File: config.mk
export PLATFORM = sky130hd
export DESIGN_NAME = doze_wake_ctrl
export DESIGN_NICKNAME = d
export VERILOG_FILES = /design/src/rtl/doze_pkg.sv /design/src/rtl/doze_pin_sync.sv /design/src/rtl/doze_change_det.sv /design/src/rtl/doze_cause_arb.sv /design/src/rtl/doze_fsm.sv /design/src/rtl/doze_wake_ctrl.sv
export SDC_FILE = /design/constraint.sdc
export NUM_CORES = 1
export LEC_CHECK = 0
export BUFFER_PORTS_ARGS = -buffer_cell sky130_fd_sc_hd__buf_4
export CORE_AREA = 2 2 39 41
export CTS_CLUSTER_DIAMETER = 50
export DETAILED_ROUTE_END_ITERATION = 12
export DIE_AREA = 0 0 41 43
export PLACE_DENSITY = 0.76
export SLEW_MARGIN = 20
export SYNTH_ARGS = -nofsm -noshare
export SYNTH_HDL_FRONTEND = slang
export SYNTH_SLANG_ARGS = --single-unit
File: constraint.sdc
create_clock -name clk -period 4.5 [get_ports clk]
set_input_delay 0.45 -clock clk [delete_from_list [all_inputs] [get_ports clk]]
set_output_delay 0.45 -clock clk [all_outputs]
set_load 0.05 [all_outputs]
File: src/rtl/doze_pkg.sv
// Shared types for the sleep and wake-up controller.
package doze_pkg;

    // Run state of the core as seen by this block.
    typedef enum logic {
        ST_AWAKE  = 1'b0,
        ST_ASLEEP = 1'b1
    } doze_state_e;

    // Winning wake/reset cause for the current cycle.
    typedef enum logic [1:0] {
        WK_NONE = 2'd0,
        WK_EXT  = 2'd1,
        WK_WDT  = 2'd2,
        WK_PIN  = 2'd3
    } wake_cause_e;

endpackage

File: src/rtl/doze_pin_sync.sv
// Multi-stage synchronizer for the wake-capable pins.
// Assumes: pins are asynchronous to clk, and a pin change needs no
// glitch filter beyond the synchronizer. Output lags input by STAGES edges.
module doze_pin_sync #(
    parameter int unsigned WIDTH  = 3,
    parameter int unsigned STAGES = 2
) (
    input  logic             clk,
    input  logic             rst_n,
    input  logic [WIDTH-1:0] din,
    output logic [WIDTH-1:0] dout
);
    localparam int unsigned LAST = STAGES - 1;

    logic [STAGES-1:0][WIDTH-1:0] chain_q;

    // Shift the pin vector through the synchronizer chain.
    always_ff @(posedge clk) begin
        if (!rst_n) begin
            chain_q <= '0;
        end else begin
            chain_q[0] <= din;
            for (int i = 1; i < STAGES; i++) begin
                chain_q[i] <= chain_q[i-1];
            end
        end
    end

    assign dout = chain_q[LAST];
endmodule

File: src/rtl/doze_change_det.sv
// Holds the snapshot of the pins taken at the last port read and flags
// any difference between it and the current synchronized pins.
// Assumes: capture is already gated to the awake state by the caller.
module doze_change_det #(
    parameter int unsigned WIDTH = 3
) (
    input  logic             clk,
    input  logic             rst_n,
    input  logic             capture,
    input  logic [WIDTH-1:0] pins_s,
    output logic             mismatch
);
    logic [WIDTH-1:0] snap_q;

    // Load the reference snapshot on a port read.
    always_ff @(posedge clk) begin
        if (!rst_n) begin
            snap_q <= '0;
        end else if (capture) begin
            snap_q <= pins_s;
        end
    end

    // Any differing bit counts as a change.
    always_comb begin
        mismatch = |(pins_s ^ snap_q);
    end
endmodule

File: src/rtl/doze_cause_arb.sv
// Fixed-priority pick of the wake/reset cause: external reset, then
// watchdog, then pin change. Pin change counts only while asleep.
module doze_cause_arb
    import doze_pkg::*;
(
    input  logic        asleep,
    input  logic        ext_evt,
    input  logic        wdt_evt,
    input  logic        mismatch,
    output wake_cause_e cause
);
    // Priority encode the event set into one cause.
    always_comb begin
        if (ext_evt)                cause = WK_EXT;
        else if (wdt_evt)           cause = WK_WDT;
        else if (asleep && mismatch) cause = WK_PIN;
        else                        cause = WK_NONE;
    end
endmodule

File: src/rtl/doze_fsm.sv
// Sleep state machine and status flags. All outputs are registered.
// Assumes: at most one sleep_req strobe per instruction. The flags are
// cleared only by power-on reset or by the events described here, never
// by dev_rst.
module doze_fsm
    import doze_pkg::*;
(
    input  logic        clk,
    input  logic        rst_n,
    input  logic        sleep_req,
    input  logic        mismatch,
    input  wake_cause_e cause,
    output logic        asleep,
    output logic        dev_rst,
    output logic        wdt_clr,
    output logic        flag_to,
    output logic        flag_pd,
    output logic        flag_pcw
);
    doze_state_e st_q, st_d;
    logic        to_q, to_d, pd_q, pd_d, pcw_q, pcw_d;
    logic        rst_q, rst_d, clr_q, clr_d;

    // Next-state and flag update for one cycle.
    always_comb begin
        st_d  = st_q;
        to_d  = to_q;
        pd_d  = pd_q;
        pcw_d = pcw_q;
        rst_d = 1'b0;
        clr_d = 1'b0;
        unique case (st_q)
            ST_AWAKE: begin
                if (cause == WK_EXT) begin
                    rst_d = 1'b1;
                    clr_d = 1'b1;
                end else if (cause == WK_WDT) begin
                    rst_d = 1'b1;
                    clr_d = 1'b1;
                    to_d  = 1'b0;
                    pd_d  = 1'b1;
                end else if (sleep_req) begin
                    st_d  = ST_ASLEEP;
                    clr_d = 1'b1;
                    to_d  = 1'b1;
                    pd_d  = 1'b0;
                    pcw_d = 1'b0;
                end
            end
            ST_ASLEEP: begin
                if (cause != WK_NONE) begin
                    st_d  = ST_AWAKE;
                    rst_d = 1'b1;
                    clr_d = 1'b1;
                    if (cause == WK_WDT) to_d = 1'b0;
                    if (mismatch)        pcw_d = 1'b1;
                end
            end
            default: st_d = ST_AWAKE;
        endcase
    end

    // State, flag and pulse registers.
    always_ff @(posedge clk) begin
        if (!rst_n) begin
            st_q  <= ST_AWAKE;
            to_q  <= 1'b1;
            pd_q  <= 1'b1;
            pcw_q <= 1'b0;
            rst_q <= 1'b0;
            clr_q <= 1'b0;
        end else begin
            st_q  <= st_d;
            to_q  <= to_d;
            pd_q  <= pd_d;
            pcw_q <= pcw_d;
            rst_q <= rst_d;
            clr_q <= clr_d;
        end
    end

    assign asleep   = (st_q == ST_ASLEEP);
    assign dev_rst  = rst_q;
    assign wdt_clr  = clr_q;
    assign flag_to  = to_q;
    assign flag_pd  = pd_q;
    assign flag_pcw = pcw_q;
endmodule

File: src/rtl/doze_wake_ctrl.sv
// Top of the sleep and wake-up controller. It synchronizes the wake
// pins, compares them with the last port-read snapshot, arbitrates the
// wake causes and runs the sleep state machine.
// Assumes: clk runs during sleep, and ext_rst_n is synchronous to clk.
module doze_wake_ctrl #(
    parameter int unsigned NPINS       = 3,
    parameter int unsigned SYNC_STAGES = 2
) (
    input  logic             clk,
    input  logic             rst_n,
    input  logic             sleep_req,
    input  logic             ext_rst_n,
    input  logic             wdt_en,
    input  logic             wdt_tmo,
    input  logic [NPINS-1:0] wake_pins,
    input  logic             port_rd,
    output logic             osc_en,
    output logic             wdt_clr,
    output logic             dev_rst,
    output logic             flag_to,
    output logic             flag_pd,
    output logic             flag_pcw
);
    import doze_pkg::*;

    logic [NPINS-1:0] pins_s;
    logic             mismatch;
    logic             asleep;
    logic             ext_evt, wdt_evt;
    wake_cause_e      cause;

    // Event qualification from the raw strobes.
    always_comb begin
        ext_evt = !ext_rst_n;
        wdt_evt = wdt_en && wdt_tmo;
    end

    doze_pin_sync #(.WIDTH(NPINS), .STAGES(SYNC_STAGES)) u_sync (
        .clk   (clk),
        .rst_n (rst_n),
        .din   (wake_pins),
        .dout  (pins_s)
    );

    doze_change_det #(.WIDTH(NPINS)) u_det (
        .clk      (clk),
        .rst_n    (rst_n),
        .capture  (port_rd && !asleep),
        .pins_s   (pins_s),
        .mismatch (mismatch)
    );

    doze_cause_arb u_arb (
        .asleep   (asleep),
        .ext_evt  (ext_evt),
        .wdt_evt  (wdt_evt),
        .mismatch (mismatch),
        .cause    (cause)
    );

    doze_fsm u_fsm (
        .clk       (clk),
        .rst_n     (rst_n),
        .sleep_req (sleep_req),
        .mismatch  (mismatch),
        .cause     (cause),
        .asleep    (asleep),
        .dev_rst   (dev_rst),
        .wdt_clr   (wdt_clr),
        .flag_to   (flag_to),
        .flag_pd   (flag_pd),
        .flag_pcw  (flag_pcw)
    );

    assign osc_en = !asleep;
endmodule

; Yosys cells after proc, flatten, opt, wreduce, memory -nomap -nowiden
; Cells that the tools add are included.
[op_classes]
n_eq_ne = 9
muxes = 28
n_bitwise = 3
n_reduce_logical = 10
[ops]
columns = operator, n
row1 = 2-to-1 mux 1 bit, 20
row2 = "!= test 2 bit, second input constant", 6
row3 = case mux 1 bit (2 select lines), 5
row4 = 2-to-1 mux 2 bit, 3
row5 = AND reduction 5 bit, 1
row6 = AND reduction 4 bit, 1
row7 = nonzero test 2 bit, 2
row8 = logical AND 1 bit, 3
row9 = "!= test 3 x 2 -> 1 bit, second input constant", 1
row10 = AND reduction 3 bit, 1
row11 = OR reduction 3 bit, 1
row12 = XOR 3 bit, 1
row13 = "== test 2 x 1 -> 1 bit, second input constant", 1
row14 = "== test 2 bit, second input constant", 1
row15 = NOT 1 bit, 2
row16 = logical NOT 1 bit, 1
[totals]
ff_bits = 15
out_inout_bits = 6

; Longest topological paths before layout
; Gate-level depths: netlist (run 1).
[logic_depth]
word_depth = 10
ltp_mapped = 7

; Cells and area by module
; From an unflattened synthesis (run 1), not the netlist that was laid out.
[hier_totals]
hier_cells = 65
area_unflattened_um2 = 648.1
[modules_own_cells]
columns = mod, instances, cells_per_inst, area_per_inst_um2, seq_area_each_um2
row1 = doze_fsm, 1, 29, 287.8, 120.1
row2 = doze_pin_sync, 1, 15, 180.2, 120.1
row3 = doze_change_det, 1, 13, 140.1, 60.1
row4 = doze_cause_arb, 1, 4, 20.0, 0.0
row5 = doze_wake_ctrl, 1, 4, 20.0, 0.0

; Worst setup path after synthesis (run 1)
; OpenSTA, ideal clock, no wires.
[synth_path]
path_type = flip-flop to flip-flop
start = reg u_det.snap_q[2]
end = reg u_fsm.st_q (netlist: u_fsm.asleep)
setup_time_ps = 64
arrival_time_ps = 1558
t_required_ps = 4436
path_slack_ps = 2878
stages_incl_launch_ff = 8
path_buffers = 0
period_less_slack_ps = 1622
path_cell_list = dfxtp_1 xor2_1 o31a_1 o21a_1 ha_1 nor4b_1 a21oi_1 nor2_1
[synth_via]
elab_chain_cells = 10
elab_cells_between_ends = 13
cone_classes = eq/ne: 2 / mux: 7 / bitwise: 1 / reduce/logical: 3
[synth_rtl]
columns = element, line
row1 = from (decl), doze_change_det.sv:13  ; logic [WIDTH-1:0] snap_q;
row2 = from (signal assigned), doze_change_det.sv:20  ; snap_q <= pins_s;
row3 = XOR 3 bit (*), doze_change_det.sv:26  ; mismatch = |(pins_s ^ snap_q);
row4 = OR reduction 3 bit (*), doze_change_det.sv:26
row5 = logical AND 1 bit (*), doze_cause_arb.sv:16  ; else if (asleep && mismatch) cause = WK_PIN;
row6 = 2-to-1 mux 2 bit (*), doze_cause_arb.sv:16
row7 = 2-to-1 mux 2 bit (*), doze_cause_arb.sv:15  ; else if (wdt_evt) cause = WK_WDT;
row8 = 2-to-1 mux 2 bit (*), doze_cause_arb.sv:14  ; if (ext_evt) cause = WK_EXT;
row9 = == test 2 bit, doze_fsm.sv:37  ; end else if (cause == WK_WDT) begin
row10 = 2-to-1 mux 1 bit, doze_fsm.sv:37
row11 = 2-to-1 mux 1 bit, doze_fsm.sv:34  ; if (cause == WK_EXT) begin
row12 = case mux 1 bit (2 select lines) (*), doze_fsm.sv:32  ; unique case (st_q)
row13 = to (signal assigned), doze_fsm.sv:73  ; st_q <= st_d;
row14 = to (decl), doze_fsm.sv:20  ; doze_state_e st_q, st_d;
; Mark *: on every way between the ends. The rest lies on a longest branch, timed or not.
; A chain may end at the register's enable or synchronous reset.

; Final worst setup path (run 1)
; Same ends and word-level chain as after synthesis.

==> results of run 1 <==
==> cells in the mapped netlist <==
library cell	number
xor2_1	3
nand4bb_1	1
o31a_1	1
buf_2	1
a221o_1	1
nor2b_1	1
and2b_1	1
o21a_1	2
a21oi_1	2
o21ai_0	1
o21ai_1	3
nand2_1	1
nor2b_4	1
nand3_1	2
o31ai_2	1
and2_0	1
inv_1	2
nor2_1	5
nor3_1	1
nor4_1	1
dfxtp_1	15
nor4b_1	1
and2_1	7
ha_1	4
o31ai_1	1
mux2i_1	3
==> cells by family after synthesis <==
family          share of synthesized area
compound gates                      0.130
xor+xnor                           0.0408
fa+ha+maj                          0.0777
buf+inv                            0.0194
flops                               0.466
mux                                0.0466
simple gates                        0.219
==> routing by layer <==
metal | routed length, microns | up-vias
met1 | 521 | 226
met4 | 17 | 0
li1 | - | 254
met5 | 0 | -
met3 | 56 | 2
met2 | 552 | 12
==> per-stage QoR <==
step	instances	setup slack, ns	total power [mW]	util	hold WS (ns)
finish	97	2.70	0.268	0.577	0.380
global placement	93	2.76	0.196	0.558	0.415
floorplan	63	2.88	0.180	-	0.412
CTS	97	2.72	0.272	0.577	0.366
global route	97	2.48	0.284	0.577	0.359
detailed placement	93	2.71	0.197	0.558	0.421
==> area by class of cell <==
class,count,share of cell area
Sequential cell,15,0.376
Tap cell,16,0.0251
Clock buffer,4,0.0329
Inverter,2,0.00940
Multi-Input combinational cell,45,0.415
Timing Repair Buffer,15,0.141
==> worst min path at each step <==
stage / start / to / slack, ns / cells past startpoint
after floorplan: u_sync.chain_q[0] / u_sync.dout[0] / 0.41 / 1
after global placement: u_sync.chain_q[1] / u_sync.dout[1] / 0.41 / 1
after detailed placement: u_sync.chain_q[1] / u_sync.dout[1] / 0.42 / 1
after CTS: wake_pins[2] / u_sync.chain_q[2] / 0.37 / 2
after global routing: wake_pins[1] / u_sync.chain_q[1] / 0.36 / 2
final: wake_pins[2] / u_sync.chain_q[2] / 0.38 / 2
==> flip-flops by register name (all words and copies together), names as in the netlist <==
signal          flops
u_fsm.dev_rst       1
u_fsm.wdt_clr       1
u_sync.chain_q      3
u_sync.dout         3
u_fsm.flag_pcw      1
u_fsm.flag_pd       1
u_fsm.asleep        1
u_fsm.flag_to       1
u_det.snap_q        3
==> power by group <==
| part | internal (mW) | switching, mW | total [mW] |
|---|---|---|---|
| logic | 0.0212 | 0.0285 | 0.0497 |
| registers | 0.140 | 0.00476 | 0.144 |
| clock network | 0.0344 | 0.0392 | 0.0736 |
| total | 0.195 | 0.0725 | 0.268 |
==> worst max-delay path, stage by stage, from the launching register on <==
cell and delay [ns]:
dfxtp_1 0.33, xor2_1 0.19, o31a_1 0.34, o21a_1 0.18, ha_1 0.24, nor4b_1 0.31
a21oi_1 0.06, nor2_1 0.10
==> layout by cell type (no fill, tap or decap) <==
| master | count |
|---|---|
| clkbuf_1 | 1 |
| o21ai_0 | 1 |
| clkbuf_4 | 3 |
| and2_1 | 7 |
| nand2_1 | 1 |
| nor4b_1 | 1 |
| nor2_1 | 5 |
| o21ai_1 | 3 |
| nor4_1 | 1 |
| nor2b_4 | 1 |
| dfxtp_1 | 15 |
| nor2b_1 | 1 |
| a21oi_1 | 2 |
| o31a_1 | 1 |
| o31ai_1 | 1 |
| inv_1 | 2 |
| a221o_1 | 1 |
| mux2i_1 | 3 |
| and2b_1 | 1 |
| xor2_1 | 3 |
| nand4bb_1 | 1 |
| ha_1 | 4 |
| nor3_1 | 1 |
| nand3_1 | 2 |
| buf_4 | 15 |
| o31ai_2 | 1 |
| o21a_1 | 2 |
| and2_0 | 1 |
==> reports/qor.yml, run 1 <==
clocking:
  cts-resized-gates: 0
  clkLatencyLatePin_ns: 0.28
  h-tree-depth: 1
  cts-root-buf: "clkbuf_4"
  clk_pin_slew_ns: 0.08
  cts_hold_buf: 0
  numCtsBuffers: 3
  cts_setup_buffers: 0
  cts.sinks: 15
  cts_tree: "done"
  clk_path_buf_depth: 2
power:
  leakagePower_nw: 0.360
  ir_worst_vdd_mv: 0.185
  pwr_density_cell_nw_per_um2: 335
synth:
  synthDominantCellAreaShare: 0.466
  synth_top_area_cell: "dfxtp_1"
  synth_nets: 77
  syn_area_sq_um: 644
  postSynthAreaPerCell_sq_um: 10.2
  ys_ff_latch: 15
  ys_types: 26
  ys_warn_count: 0
  syn_inst: 63
  yosysSeqAreaShare: 0.466
  synth.area.top_cells: "dfxtp_1, ha_1, and2_1"
placed_design:
  gp_congestion: 0.823
  dp_hpwl_microns: 856
  place_area_sq_um: 772
  io_buffer_count: 15
layout:
  num-fill-cells: 122
  n_antenna_cell: 0
  postLayoutCellArea_sq_um: 798
  multi_input_area_sq_um: 332
  drive_gt1_frac: 0.247
  seqCellArea_sq_um: 300
  final_nets: 96
  syn_to_final_growth_pct: 23.9
critical_path:
  critical_path.startpoint_type: "flop"
  critPathRequiredTime_ns: 4.72
  r2r_slack_ns: 2.70
  cp_max_fo: 5
  crit-reg2reg-capture: "u_fsm.asleep"
  critPathCaptureType: "flop"
  startpoint: "u_det.snap_q[2]"
  reg2reg_depth: 7
  crit-reg2reg-launch: "u_det.snap_q[2]"
  arrival_ns: 2.02
  path_class: "reg -> reg"
  crit_end: "u_fsm.asleep"
grt:
  antenna_found_initial: 0
  track_usage: 0.170
  grt_max_degree: 13
  grt-ovfl-total: 0
  grt_pass1_wl_microns: 1900
  grt.busiest_layer: "met2"
  grtUsageMet3: 0.0628
  first_global_vias: 451
  grtUsageMet2: 0.244
  met1_usage: 0.198
timing:
  rsz0062_at_grt: "no"
  skew_ns: 0.00576
  finalSetupTns_ns: 0
  finalHoldViolations: 0
  post-route-period-util: 0.400
  max_freq_ghz: 0.556
  tightest_slew_ns: 0.425
  period_needed_ns: 1.80
  drv_slew: 0
  setup_violations: 0
  max-slew-margin-rel: 0.716
floorplanning:
  initial_core_util: 0.466
  die_h_microns: 43
  core_sq_um: 1380
  die_w_microns: 41
  rows: 14
  io_pins: 16
  dieArea_sq_um: 1760
detailed_routing:
  drc: 0
  drt-initial-drc-count: 8
  vias: 494
  wire_per_inst_microns: 11.8
  firstDrtPassIters: 4
  drt-total-wl_microns: 1150
  ant_nets: 0
  via_per_inst: 5.09
run_status:
  status: "finished clean"
flow_run:
  cap_violations: 0
worst_hold_path:
  worstHoldPathType: "in -> reg"
(Power assumes the default switching activity.)
==> inputs of run 2 (changes only) <==
- ABC_AREA: not set -> 1
- CORE_AREA: 2 2 39 41 -> not set
- CORE_MARGIN: not set -> 2
- CORE_UTILIZATION: not set -> 44
- DIE_AREA: 0 0 41 43 -> not set
- PLACE_DENSITY: 0.76 -> 0.72
- clock period: 4.5 -> 1.6 ns (I/O delays scaled with it)
==> run 2 against run 1 <==
  * Setup slack got worse by 2.6 ns
  * Clock skew barely moved
  * Clock power rose to 2.8 times the previous value
  * Sequential power rose to 2.9 times the previous value
  * Register-to-register slack got worse by 2.6 ns
  * Clock-buffer cell count did not move
==> reports/qor.yml, run 2 <==
critical_path:
  crit-reg2reg-launch: "u_det.snap_q[0]"
  critPathRequiredTime_ns: 1.77
  path_class: "reg -> reg"
  arrival_ns: 1.70
  startpoint: "u_det.snap_q[0]"
  reg2reg_depth: 13
  r2r_slack_ns: 0.07
  cp_max_fo: 3
  crit-reg2reg-capture: "u_fsm.flag_to"
  critPathCaptureType: "flop"
  critical_path.startpoint_type: "flop"
placed_design:
  place_inst: 119
  io_buffer_count: 15
  gp_congestion: 0.812
  dp_hpwl_microns: 897
grt:
  grtUsageMet3: 0.0647
  grtUsageMet2: 0.246
  grt-ovfl-total: 0
  met1_usage: 0.193
  track_usage: 0.157
  first_global_vias: 531
  grt.busiest_layer: "met2"
  grt_max_degree: 14
  grt_pass1_wl_microns: 2150
  antenna_found_initial: 0
timing:
  skew_ns: 0.00568
  period_needed_ns: 1.53
  drv_slew: 0
  finalHoldViolations: 0
  setup_violations: 0
  max-slew-margin-rel: 0.887
  tightest_slew_ns: 0.169
  max_freq_ghz: 0.653
  post-route-period-util: 0.957
  rsz0062_at_grt: "yes"
synth:
  ys_warn_count: 0
  ys_ff_latch: 15
  yosysMostFrequentCell: "nand2_1"
  synth_top_area_cell: "dfxtp_1"
  synth.area.top_cells: "dfxtp_1, nand2_1, inv_1"
  synthDominantCellAreaShare: 0.460
  postSynthAreaPerCell_sq_um: 7.42
  async_flop_share: 0
  synth_ff_type: "dfxtp_1"
  synth_edf_count: 0
  syn_inst: 88
  ys_types: 16
  yosysSeqAreaShare: 0.460
  synth_nets: 102
  syn_area_sq_um: 653
  synth_common_cells: "nand2_1, inv_1, dfxtp_1"
clocking:
  cts-root-buf: "clkbuf_4"
  cts_tree: "done"
  h-tree-depth: 1
  numCtsBuffers: 3
  cts.sinks: 15
  cts_hold_buf: 0
  clkLatencyLatePin_ns: 0.28
  clk_pin_slew_ns: 0.08
  clk_path_buf_depth: 2
layout:
  num-fill-cells: 122
  n_antenna_cell: 0
  finish.utilization: 0.667
  final_nets: 124
  syn_to_final_growth_pct: 37.9
  drive_gt1_frac: 0.422
  instances_no_fill: 124
  final_cell_mix: "nand2_1, buf_4, inv_1, dfxtp_1, nand2_2"
detailed_routing:
  drc: 0
  via_per_inst: 4.72
  drt-initial-drc-count: 10
  drt-total-wl_microns: 1310
  wire_per_inst_microns: 10.6
  ant_nets: 0
  firstDrtPassIters: 4
  vias: 585
floorplanning:
  core_sq_um: 1350
  rows: 13
  io_pins: 16
  die_w_microns: 42.5
  initial_core_util: 0.484
  dieArea_sq_um: 1810
  die_h_microns: 42.5
worst_hold_path:
  worstHoldPathType: "in -> reg"
  hold_path_depth: 3
  hold_end: "u_sync.chain_q[0]"
  min-delay-start: "wake_pins[0]"
flow_run:
  cap_violations: 0
run_status:
  status: "finished clean"
power:
  ir_worst_vdd_mv: 0.480
  leakagePower_nw: 0.456
  pwr_density_cell_nw_per_um2: 921
  total_power_mw: 0.830
==> run 2: changes by cell type after synthesis, sizes merged, moves of 3 or more <==
cell   before  now
a21oi       2    7
and2        8    0
inv         2   19
mux2i       3    0
nand2       1   23
o21ai       4    7
xor2        3    0
==> run 2: final cells by class <==
| class | instances | area (sq um) | area share |
|---|---|---|---|
| clock buffers | 4 | 26.3 | 0.0292 |
| multi-input cells | 53 | 335 | 0.372 |
| repair buffers | 18 | 139 | 0.154 |
| inverters | 19 | 76.3 | 0.0847 |
| flip-flops and latches | 15 | 305 | 0.339 |
| well taps | 15 | 18.8 | 0.0208 |
==> run 2: worst max-delay path: stages (launching register included) <==
cell	delay [ns]
dfxtp_2	0.33
inv_2	0.05
nand2_1	0.04
nand2_1	0.06
nor2_1	0.04
nand2_1	0.08
nand2_2	0.09
o21ai_4	0.20
inv_4	0.07
ha_4	0.16
inv_4	0.05
a21oi_2	0.05
o21ai_1	0.12
nand3_1	0.08
==> run 2: cell families (layout without fill, tap and decap cells) <==
kind of cell,after synthesis,after routing,synth area share
flip-flops,15,15,0.460
XOR/XNOR,1,1,0.0134
AND/OR/NAND/NOR,33,33,0.205
AO/OA/AOI/OAI,15,15,0.128
buffers and inverters,20,41,0.117
adder cells (fa/ha/maj),4,4,0.0766
==> run 2: worst max path at each step <==
stage / endpoint / slack, ns
floorplan: u_fsm.flag_pcw / 0.07
detailed placement: u_fsm.flag_pcw / -0.04
global route: u_fsm.asleep / -0.06
finish: u_fsm.flag_to / 0.07
CTS: u_fsm.flag_to / 0.02
global placement: u_fsm.flag_pcw / -0.002
==> run 2: report_power, final <==
part | switching, mW | total [mW] | internal, mW
clock | 0.111 | 0.207 | 0.0967
sequential | 0.0112 | 0.411 | 0.400
combinational | 0.130 | 0.211 | 0.0811
==> run 2: repair_timing <==
| item | CTS | global route |
|---|---|---|
| endpoints found under the setup margin | 4 | 6 |
| gates resized for setup | 3 | 24 |
| setup buffers | 0 | 1 |
| pin swaps | 1 | 8 |
==> run 2: stage by stage <==
stage	TNS, ns	instance area (sq um)	setup WS (ns)	hold slack, ns
final	0	901	0.0685	0.0546
after detailed placement	-0.0418	795	-0.0418	0.344
after floorplan	0	653	0.0675	0.258
after CTS	0	826	0.0241	0.0477
after global placement	-0.00231	795	-0.00231	0.340
after global routing	-0.224	901	-0.0640	0.0604
==> run 2: per-layer routing <==
| metal | part of all wire | vias to the layer above | routed length (microns) |
|---|---|---|---|
| li1 | - | 311 | - |
| met1 | 0.48 | 258 | 623 |
| met2 | 0.47 | 12 | 619 |
| met3 | 0.042 | 4 | 55 |
| met4 | 0.0084 | 0 | 11 |
| met5 | 0 | - | 0 |
==> inputs of run 3 (changes only) <==
--- a/config.mk
+++ b/config.mk
@@ -8,4 +8,5 @@
 export ABC_AREA = 1
 export BUFFER_PORTS_ARGS = -buffer_cell sky130_fd_sc_hd__buf_4
+export CAP_MARGIN = 40
 export CORE_MARGIN = 2
 export CORE_UTILIZATION = 44
==> constraint.sdc (replaced) <==
create_clock -name clk -period 1.6 [get_ports clk]
set_input_delay 0.08 -clock clk [delete_from_list [all_inputs] [get_ports clk]]
set_output_delay 0.08 -clock clk [all_outputs]
set_load 0.05 [all_outputs]
==> run 3 against run 2 <==
  * Register-to-register slack hardly changed
  * Non-clock buffer count is 3 higher
  * Hold slack hardly changed
  * Core utilization is 2.2 points higher
  * Sequential cell count stayed put
  * Total power is 1.1% higher
  * Clock-buffer cell count stayed put
  * Highest routed layer unchanged
  * Clock power is 2% higher
==> reports/qor.yml, run 3 (synthesized netlist as in run 2, its figures left out) <==
run_status:
  status: "finished clean"
layout:
  final_nets: 127
  num-fill-cells: 108
  seqCellArea_sq_um: 305
  multi_input_area_sq_um: 335
  syn_to_final_growth_pct: 42.5
  final_cell_mix: "nand2_1, buf_4, inv_1, dfxtp_1, nand2_2"
  n_antenna_cell: 0
  drive_gt1_frac: 0.411
  postLayoutCellArea_sq_um: 931
timing:
  worst_slack_ns: 0.0666
  finalSetupTns_ns: 0
  setup_violations: 0
  skew_ns: 0.00101
  post-route-period-util: 0.958
  drv_slew: 0
  finalHoldViolations: 0
  max-slew-margin-rel: 0.884
  tightest_slew_ns: 0.173
  period_needed_ns: 1.53
  rsz0062_at_grt: "yes"
  max_freq_ghz: 0.652
  fin_hold_ws_ns: 0.0543
critical_path:
  r2r_slack_ns: 0.07
  path_class: "reg -> reg"
  critical_path.startpoint_type: "flop"
  critPathRequiredTime_ns: 1.77
  crit-reg2reg-launch: "u_det.snap_q[0]"
  critPathCaptureType: "flop"
  cp_max_fo: 3
  crit-reg2reg-capture: "u_fsm.flag_to"
  reg2reg_depth: 13
  arrival_ns: 1.71
clocking:
  numCtsBuffers: 3
  clk_pin_slew_ns: 0.08
  clk_path_buf_depth: 2
  cts_tree: "done"
  cts.sinks: 15
  cts-root-buf: "clkbuf_4"
  h-tree-depth: 1
  clkLatencyLatePin_ns: 0.28
grt:
  track_usage: 0.159
  grt-ovfl-total: 0
  antenna_found_initial: 0
  grt_max_degree: 14
  first_global_vias: 537
  grt_pass1_wl_microns: 2150
power:
  ir_worst_vdd_mv: 0.550
  leakagePower_nw: 0.468
  pwr_density_cell_nw_per_um2: 901
placed_design:
  io_buffer_count: 15
  pre_cts_slack_ns: -0.0418
  place_area_sq_um: 795
  gp_congestion: 0.812
  dp_hpwl_microns: 897
worst_hold_path:
  hold_end: "u_det.snap_q[1]"
  hold_path_depth: 3
  worstHoldPathType: "in -> reg"
  min-delay-start: "port_rd"
floorplanning:
  rows: 13
  initial_core_util: 0.484
  core_sq_um: 1350
  die_h_microns: 42.5
  io_pins: 16
  dieArea_sq_um: 1810
  die_w_microns: 42.5
detailed_routing:
  wire_per_inst_microns: 10.4
  route.layer.met1.wl_microns: 596
  ant_nets: 0
  drc: 0
  drt-total-wl_microns: 1320
  drt-initial-drc-count: 7
  vias: 599
  met2_length_microns: 622
  top_layer_used: "met4"
  wl_met3_microns: 82
  via_per_inst: 4.72
  firstDrtPassIters: 4
flow_run:
  cap_violations: 0
-- run 3: routing by layer --
layer / vias to the layer above / track usage
li1: 315 / -
met1: 262 / 0.192
met2: 17 / 0.243
met3: 5 / 0.0776
met4: 0 / 0.0563
met5: - / 0
-- run 3: layout make-up --
cell class / instances / share of cell area
sequential: 15 / 0.328
clock buffer: 4 / 0.0282
multi-input combinational: 53 / 0.360
tap: 15 / 0.0202
timing repair buffer: 21 / 0.181
inverter: 19 / 0.0820
-- run 3: what timing repair did --
action,CTS,global route
buffers inserted,0,1
gates resized for setup,3,24
hold buffers,3,0
setup endpoints to repair,4,6
endpoints found under the hold margin,3,0
pin swaps,1,8
-- run 3: worst max-delay path, cell delays in order, from the launching register on --
cell	delay [ns]
dfxtp_2	0.33
inv_2	0.05
nand2_1	0.04
nand2_1	0.05
nor2_1	0.04
nand2_1	0.08
nand2_2	0.09
o21ai_4	0.20
inv_4	0.07
ha_4	0.16
inv_4	0.05
a21oi_2	0.05
o21ai_1	0.13
nand3_1	0.08
-- run 3: worst max path at each step --
stage	start	endpoint	slack, ns	cells after the start
after floorplan	u_sync.dout[0]	u_fsm.flag_pcw	0.07	14
after global placement	u_sync.dout[0]	u_fsm.flag_pcw	-0.002	14
after detailed placement	u_sync.dout[2]	u_fsm.flag_pcw	-0.04	14
after CTS	u_det.snap_q[0]	u_fsm.flag_to	0.02	14
after global routing	u_det.snap_q[0]	u_fsm.flag_pcw	-0.05	14
final	u_det.snap_q[0]	u_fsm.flag_to	0.07	13
-- run 3: per-stage QoR --
stage          cells  power, mW   util
3_5_place_dp     119      0.597  0.589
6_report         127      0.838  0.690
4_1_cts          126      0.813  0.634
5_1_grt          127      0.884  0.690
2_1_floorplan     88      0.537      -
3_3_place_gp     119      0.594  0.589
-- run 3: power breakdown --
part	switching (mW)	total (mW)	internal, mW
sequential	0.0111	0.411	0.400
combinational	0.131	0.216	0.0854
clock	0.115	0.212	0.0969
